===== config.mk =====
export PLATFORM = sky130hd
export DESIGN_NAME = fifo_tx_pacer
export DESIGN_NICKNAME = d
export VERILOG_FILES = /design/src/rtl/fifo_tx_pacer_pkg.sv /design/src/rtl/fifo_tx_pacer_cfg.sv /design/src/rtl/fifo_tx_pacer_tick.sv /design/src/rtl/fifo_tx_pacer_fsm.sv /design/src/rtl/fifo_tx_pacer.sv
export SDC_FILE = /design/constraint.sdc
export NUM_CORES = 1
export LEC_CHECK = 0
export BUFFER_PORTS_ARGS = -buffer_cell sky130_fd_sc_hd__clkbuf_2
export CORE_AREA = 5 5 81 83
export CTS_CLUSTER_SIZE = 30
export DETAILED_ROUTE_END_ITERATION = 10
export DIE_AREA = 0 0 86 88
export GPL_ROUTABILITY_DRIVEN = 0
export GPL_TIMING_DRIVEN = 0
export PLACE_DENSITY = 0.77
export REMOVE_ABC_BUFFERS = 1
export SYNTH_ARGS = -nofsm -noshare
export SYNTH_HDL_FRONTEND = slang
export SYNTH_SLANG_ARGS = --single-unit

===== constraint.sdc =====
create_clock -name clk -period 7.9 [get_ports clk]
set_clock_uncertainty 0.2 [all_clocks]
set_input_delay 0 -clock clk [delete_from_list [all_inputs] [get_ports clk]]
set_output_delay 0 -clock clk [all_outputs]
set_load 0.02 [all_outputs]

===== src/rtl/fifo_tx_pacer_pkg.sv =====
package fifo_tx_pacer_pkg;
    typedef enum logic [1:0] {
        MODE_RX   = 2'b00,
        MODE_TX   = 2'b01,
        MODE_RSV2 = 2'b10,
        MODE_RSV3 = 2'b11
    } fifo_mode_e;

    typedef enum logic {
        PS_READY = 1'b0,
        PS_HOLD  = 1'b1
    } pace_state_e;
endpackage


===== src/rtl/fifo_tx_pacer_cfg.sv =====
module fifo_tx_pacer_cfg #(
    parameter int IVL_W  = 8,
    parameter int LINK_W = 2,
    localparam int REG_W = IVL_W + 2 + LINK_W + 4
) (
    input  logic             clk,
    input  logic             rst_n,
    input  logic             we,
    input  logic [REG_W-1:0] wdata,
    input  logic             lock,
    output logic [REG_W-1:0] rdata,
    output logic [IVL_W-1:0] interval,
    output logic             res_dec,
    output logic             src_bit,
    output logic [1:0]       mode
);
    logic [LINK_W-1:0] link_q;

    always_ff @(posedge clk or negedge rst_n) begin
        if (!rst_n) begin
            interval <= '0;
            res_dec  <= 1'b0;
            src_bit  <= 1'b0;
            mode     <= 2'b00;
            link_q   <= '0;
        end else if (we) begin
            if (!lock) begin
                interval <= wdata[REG_W-1 -: IVL_W];
                res_dec  <= wdata[3];
            end
            src_bit <= wdata[2];
            mode    <= wdata[1:0];
            link_q  <= wdata[4 +: LINK_W];
        end
    end

    assign rdata = {interval, 2'b00, link_q, res_dec, src_bit, mode};

    a_r3_interval_locked: assert property (@(posedge clk) disable iff (!rst_n)
        (we && lock) |=> ($stable(interval) && $stable(res_dec)));
    a_r2_reserved_zero: assert property (@(posedge clk) disable iff (!rst_n)
        rdata[LINK_W+5:LINK_W+4] == 2'b00);
endmodule


===== src/rtl/fifo_tx_pacer_tick.sv =====
module fifo_tx_pacer_tick #(
    parameter int PRE_W   = 16,
    parameter int DEC_MOD = 10,
    localparam int DEC_W  = $clog2(DEC_MOD)
) (
    input  logic             clk,
    input  logic             rst_n,
    input  logic             run,
    input  logic             src_bit,
    input  logic             res_dec,
    input  logic             bit_strobe,
    input  logic [PRE_W-1:0] prescale,
    output logic             tick
);
    logic             half_q;
    logic [PRE_W-1:0] pre_q;
    logic [DEC_W-1:0] dec_q;
    logic [PRE_W-1:0] pre_last;
    logic             base_tc;
    logic             dec_tc;

    assign pre_last = (prescale == '0) ? '0 : prescale - 1'b1;
    assign base_tc  = run && half_q && (pre_q >= pre_last);
    assign dec_tc   = base_tc && (dec_q == DEC_W'(DEC_MOD - 1));

    always_ff @(posedge clk or negedge rst_n) begin
        if (!rst_n) begin
            half_q <= 1'b0;
            pre_q  <= '0;
            dec_q  <= '0;
        end else if (!run) begin
            half_q <= 1'b0;
            pre_q  <= '0;
            dec_q  <= '0;
        end else begin
            half_q <= ~half_q;
            if (base_tc) begin
                pre_q <= '0;
                dec_q <= dec_tc ? '0 : dec_q + 1'b1;
            end else if (half_q) begin
                pre_q <= pre_q + 1'b1;
            end
        end
    end

    always_comb begin
        if (!run)         tick = 1'b0;
        else if (src_bit) tick = bit_strobe;
        else if (res_dec) tick = dec_tc;
        else              tick = base_tc;
    end

    a_r6_halved_clock: assert property (@(posedge clk) disable iff (!rst_n)
        base_tc |=> !base_tc);
    a_r9_idle_no_tick: assert property (@(posedge clk) disable iff (!rst_n)
        !run |-> !tick);
endmodule


===== src/rtl/fifo_tx_pacer_fsm.sv =====
module fifo_tx_pacer_fsm
    import fifo_tx_pacer_pkg::*;
#(
    parameter int IVL_W = 8
) (
    input  logic             clk,
    input  logic             rst_n,
    input  logic             active,
    input  logic             tx_done,
    input  logic             tick,
    input  logic [IVL_W-1:0] interval,
    input  logic             tx_req,
    output logic             tx_grant
);
    pace_state_e      state_q, state_d;
    logic [IVL_W-1:0] cnt_q, cnt_d;

    always_ff @(posedge clk or negedge rst_n) begin
        if (!rst_n) begin
            state_q <= PS_READY;
            cnt_q   <= '0;
        end else begin
            state_q <= state_d;
            cnt_q   <= cnt_d;
        end
    end

    always_comb begin
        state_d = state_q;
        cnt_d   = cnt_q;
        if (!active) begin
            state_d = PS_READY;
            cnt_d   = '0;
        end else if (tx_done) begin
            if (interval != '0) begin
                state_d = PS_HOLD;
                cnt_d   = interval;
            end
        end else begin
            unique case (state_q)
                PS_READY: ;
                PS_HOLD: begin
                    if (tick) begin
                        if (cnt_q <= IVL_W'(1)) begin
                            state_d = PS_READY;
                            cnt_d   = '0;
                        end else begin
                            cnt_d = cnt_q - 1'b1;
                        end
                    end
                end
                default: state_d = PS_READY;
            endcase
        end
    end

    always_comb begin
        if (!active) tx_grant = tx_req;
        else         tx_grant = tx_req && (state_q == PS_READY);
    end

    a_r5_grant_needs_req: assert property (@(posedge clk) disable iff (!rst_n)
        tx_grant |-> tx_req);
    a_r5_hold_after_done: assert property (@(posedge clk) disable iff (!rst_n)
        (active && tx_done && interval != '0) |=> (!tx_grant || !active));
    a_r8_passthrough: assert property (@(posedge clk) disable iff (!rst_n)
        !active |-> (tx_grant == tx_req));
endmodule


===== src/rtl/fifo_tx_pacer.sv =====
module fifo_tx_pacer
    import fifo_tx_pacer_pkg::*;
#(
    parameter int IVL_W   = 8,
    parameter int LINK_W  = 2,
    parameter int PRE_W   = 16,
    parameter int DEC_MOD = 10,
    localparam int REG_W  = IVL_W + 2 + LINK_W + 4
) (
    input  logic             clk,
    input  logic             rst_n,
    input  logic             cfg_we,
    input  logic [REG_W-1:0] cfg_wdata,
    output logic [REG_W-1:0] cfg_rdata,
    input  logic [PRE_W-1:0] prescale,
    input  logic             fifo_en,
    input  logic             bit_strobe,
    input  logic             tx_done,
    input  logic             tx_req,
    output logic             tx_grant
);
    logic [IVL_W-1:0] interval;
    logic             res_dec;
    logic             src_bit;
    logic [1:0]       mode;
    logic             active;
    logic             tick;

    fifo_tx_pacer_cfg #(.IVL_W(IVL_W), .LINK_W(LINK_W)) u_cfg (
        .clk      (clk),
        .rst_n    (rst_n),
        .we       (cfg_we),
        .wdata    (cfg_wdata),
        .lock     (fifo_en),
        .rdata    (cfg_rdata),
        .interval (interval),
        .res_dec  (res_dec),
        .src_bit  (src_bit),
        .mode     (mode)
    );

    assign active = fifo_en && (mode == MODE_TX);

    fifo_tx_pacer_tick #(.PRE_W(PRE_W), .DEC_MOD(DEC_MOD)) u_tick (
        .clk        (clk),
        .rst_n      (rst_n),
        .run        (active),
        .src_bit    (src_bit),
        .res_dec    (res_dec),
        .bit_strobe (bit_strobe),
        .prescale   (prescale),
        .tick       (tick)
    );

    fifo_tx_pacer_fsm #(.IVL_W(IVL_W)) u_fsm (
        .clk      (clk),
        .rst_n    (rst_n),
        .active   (active),
        .tx_done  (tx_done),
        .tick     (tick),
        .interval (interval),
        .tx_req   (tx_req),
        .tx_grant (tx_grant)
    );
endmodule


==> flow_metrics.tcl <==
set metrics [dict create \
    synth-seq-cells 44 \
    cp_data_arrival_time_ps 4870 \
    multi_input_area_um2 1790 \
    dieHeight_um 88 \
    synthesis.area_um2 2980 \
    gr-usage-met3_pct 3.57 \
    synthMuxAreaShare_pct 5.97 \
    syn_to_final_growth_pct 21.6 \
    drv_cap 0 \
    p_switching_uw 155 \
    boundaryPins 56 \
    fillers 509 \
    dieArea_um2 7570 \
    cts_max_level 2 \
    critPathCaptureType "register" \
    power_leakage_uw 0.00166 \
    p_seq_share_pct 46.6 \
    grt_pass1_wl_mm 12.1 \
    syn_avg_cell_area_um2 9.02 \
    timing.slew.headroom_pct 28.2 \
    top_usage_layer "met2" \
    drv_slew 0 \
    grt.overflow.total 0 \
    rsz0062_at_grt "false" \
    yosys_warnings 0 \
    wl_mm 7.03 \
    drt_iter0_markers 92 \
    synth_top_area_share_pct 37.0 \
    synth_compound_area_share_pct 14.1 \
    total_power_uw 544 \
    fmax_ghz 0.205 \
    period_share_pct 61.8 \
    startpoint_type "input port" \
    place_hpwl_mm 5.06 \
    syn_inst 330 \
    via_count 2668 \
    drive_gt1_share_pct 20.4 \
    dp.cells 445 \
    cts_tree "yes" \
    ys.flop_type "dfrtp_1" \
    final_cells 476 \
    finalCriticalPeriod_ps 4880 \
    regArea_um2 1100 \
    ctsResizeCount 0 \
    seq_area_frac_synth_pct 37.0 \
    cts_root_buf "clkbuf_8" \
    worstMarginPinSlew_ps 1080 \
    row_count 28 \
    hp-class "in -> reg" \
    fin_ws_ps 3020 \
    synth_xor_area_share_pct 7.35 \
    crit_fanout 12 \
    synth_fa_ha_area_share_pct 9.66 \
    irDropWorstVdd_mv 0.225 \
    cts_buffers 5 \
    layout_common_cells "clkbuf_2, dfrtp_1, nor2_1, nand2_1" \
    tns_ps 0 \
    intPower_uw 389 \
    powerDensity_nw_per_um2 150 \
    gr-usage-met1_pct 22.6 \
    yosysTopAreaCell "dfrtp_1" \
    vias_per_cell 5.61 \
    sw_frac_of_total_pct 28.5 \
    final_nets 462 \
    numPortBuffers 51 \
    grt_use_met2_pct 37.1 \
    synth-edff-count 0 \
    required_ps 7890 \
    wl_per_cell_um 14.8 \
    dp_worst_setup_slack_ps 3460 \
    synthDistinctLibCells 56 \
    insertion_delay_ps 310 \
    layout_commonest_cell "clkbuf_2" \
    grt_usage_pct 19.9 \
    die_w_um 86 \
    grt_pass1_vias 2647 \
    cts.path.max_buffers 2 \
    status "finished, final reports clean" \
    fp.coreArea_um2 5780 \
    synth_top_family_by_area "simple AND/OR/NAND/NOR gates" \
    grt_max_degree 45 \
    hold_viol_final 0 \
    antenna_found_initial 0 \
    start_util_pct 51.5 \
    design_area_um2 3620 \
    clkPwrFrac_pct 33.4 \
    yosys-top-cells-area "dfrtp_1, ha_1, xor2_1, mux2_2, nor2_1" \
    async_flop_share_pct 100 \
    clk_pin_slew_worst_paths_ps 90 \
    drc 0 \
    placement.cell_area_um2 3270 \
    p_comb_share_pct 20.0 \
    setup_viol 0 \
    n_antenna_cell 0 \
    yosys.area_share.simple_pct 22.9 \
    worstSetupPathType "in -> reg" \
    ant_nets 0 \
    cts_sinks 44 \
    dr.pass1.iters 6 \
]
## through the flow
| step | utilization [%] | hold WS (ps) |
|---|---|---|
| 2_1_floorplan | - | -496 |
| 3_3_place_gp | 56.6 | 31.3 |
| 3_5_place_dp | 56.6 | 34.8 |
| 4_1_cts | 62.6 | 32.2 |
| 5_1_grt | 62.6 | 50.0 |
| 6_report | 62.6 | 42.4 |
## critical path: stages
cell and delay (ps):
clkbuf_2 120, nor4_1 370, nor3b_1 360, or3b_2 500
nor2_1 200, nand2_1 270, nand2_1 170, ha_1 170
nand4_2 140, or4_1 550, o32ai_2 370, o21bai_1 210
a211oi_1 240, dlygate4sd3_1 590, nor2_1 50, dlygate4sd3_1 560
## cell type report
type / count / area share (%)
timing repair buffer: 74 / 13.4
tap: 75 / 2.59
clock inverter: 2 / 1.07
sequential: 44 / 30.4
inverter: 7 / 0.726
clock buffer: 6 / 2.28
multi-input combinational: 268 / 49.5
## state kept, by name, summed over array words and instances, names as in the netlist
| signal | count |
|---|---|
| u_tick.half_q | 1 |
| u_cfg.link_q | 2 |
| u_cfg.res_dec | 1 |
| u_fsm.state_q | 1 |
| u_cfg.mode | 2 |
| u_cfg.src_bit | 1 |
| u_fsm.cnt_q | 8 |
| u_cfg.interval | 8 |
| u_tick.dec_q | 4 |
| u_tick.pre_q | 16 |
## layer usage
| metal | wire [um] | up-vias |
|---|---|---|
| met5 | 0 | - |
| met4 | 132 | 0 |
| met3 | 360 | 13 |
| met2 | 3650 | 79 |
| met1 | 2890 | 1252 |
| li1 | - | 1324 |
## kinds of logic (layout without fill, tap and decap cells)
family                   after synthesis  after routing
multiplexers                          16             16
AO/OA/AOI/OAI                         64             64
other                                  1              2
XOR/XNOR                              25             25
AND/OR/NAND/NOR                      138            138
buffers and inverters                 19             89
adder cells (fa/ha/maj)               23             23
flip-flops                            44             44
## final timing paths
path / from / endpoint / slack [ps] / depth (start not counted)
setup / recovery: prescale[7] / u_fsm.state_q / 3020 / 16
hold / removal: fifo_en / u_tick.dec_q[2] / 40 / 4
setup reg to reg: u_tick.pre_q[0] / u_fsm.state_q / 4130 / 10
hold reg to reg: u_cfg.res_dec / u_cfg.res_dec / 370 / 1
max in group asynchronous: rst_n / u_cfg.link_q[0] / 6600 / 2
min in group asynchronous: rst_n / u_cfg.interval[5] / 240 / 2
## cell usage after synthesis, drive strengths merged, types with 3 or more instances
| cell type | count |
|---|---|
| xnor2 | 6 |
| nor3b | 3 |
| o22ai | 6 |
| buf | 6 |
| nand2 | 38 |
| a32oi | 4 |
| nor3 | 7 |
| o21ai | 13 |
| nand4 | 3 |
| nand3 | 8 |
| nor2 | 41 |
| clkbuf | 6 |
| a21oi | 18 |
| o21a | 3 |
| nor4 | 11 |
| xor2 | 19 |
| inv | 7 |
| a31oi | 3 |
| dfrtp | 44 |
| mux2 | 14 |
| or3 | 4 |
| nand2b | 6 |
| ha | 23 |
| nor2b | 3 |
## power by group through the flow
stage | Combinational [uW] | Clock [uW] | Sequential [uW]
finish | 109 | 182 | 253
global route | 120 | 195 | 256
CTS | 108 | 186 | 253
detailed placement | 97.4 | 0 | 257
global placement | 94.4 | 0 | 257
floorplan | 48.3 | 0 | 265
## repair_timing
item	4_1_cts	5_1_grt
setup buffers	0	0
hold buffers	23	0
hold endpoints to repair	59	0
setup endpoints to repair	0	0
Note: power is estimated with default switching activity, not from simulation.
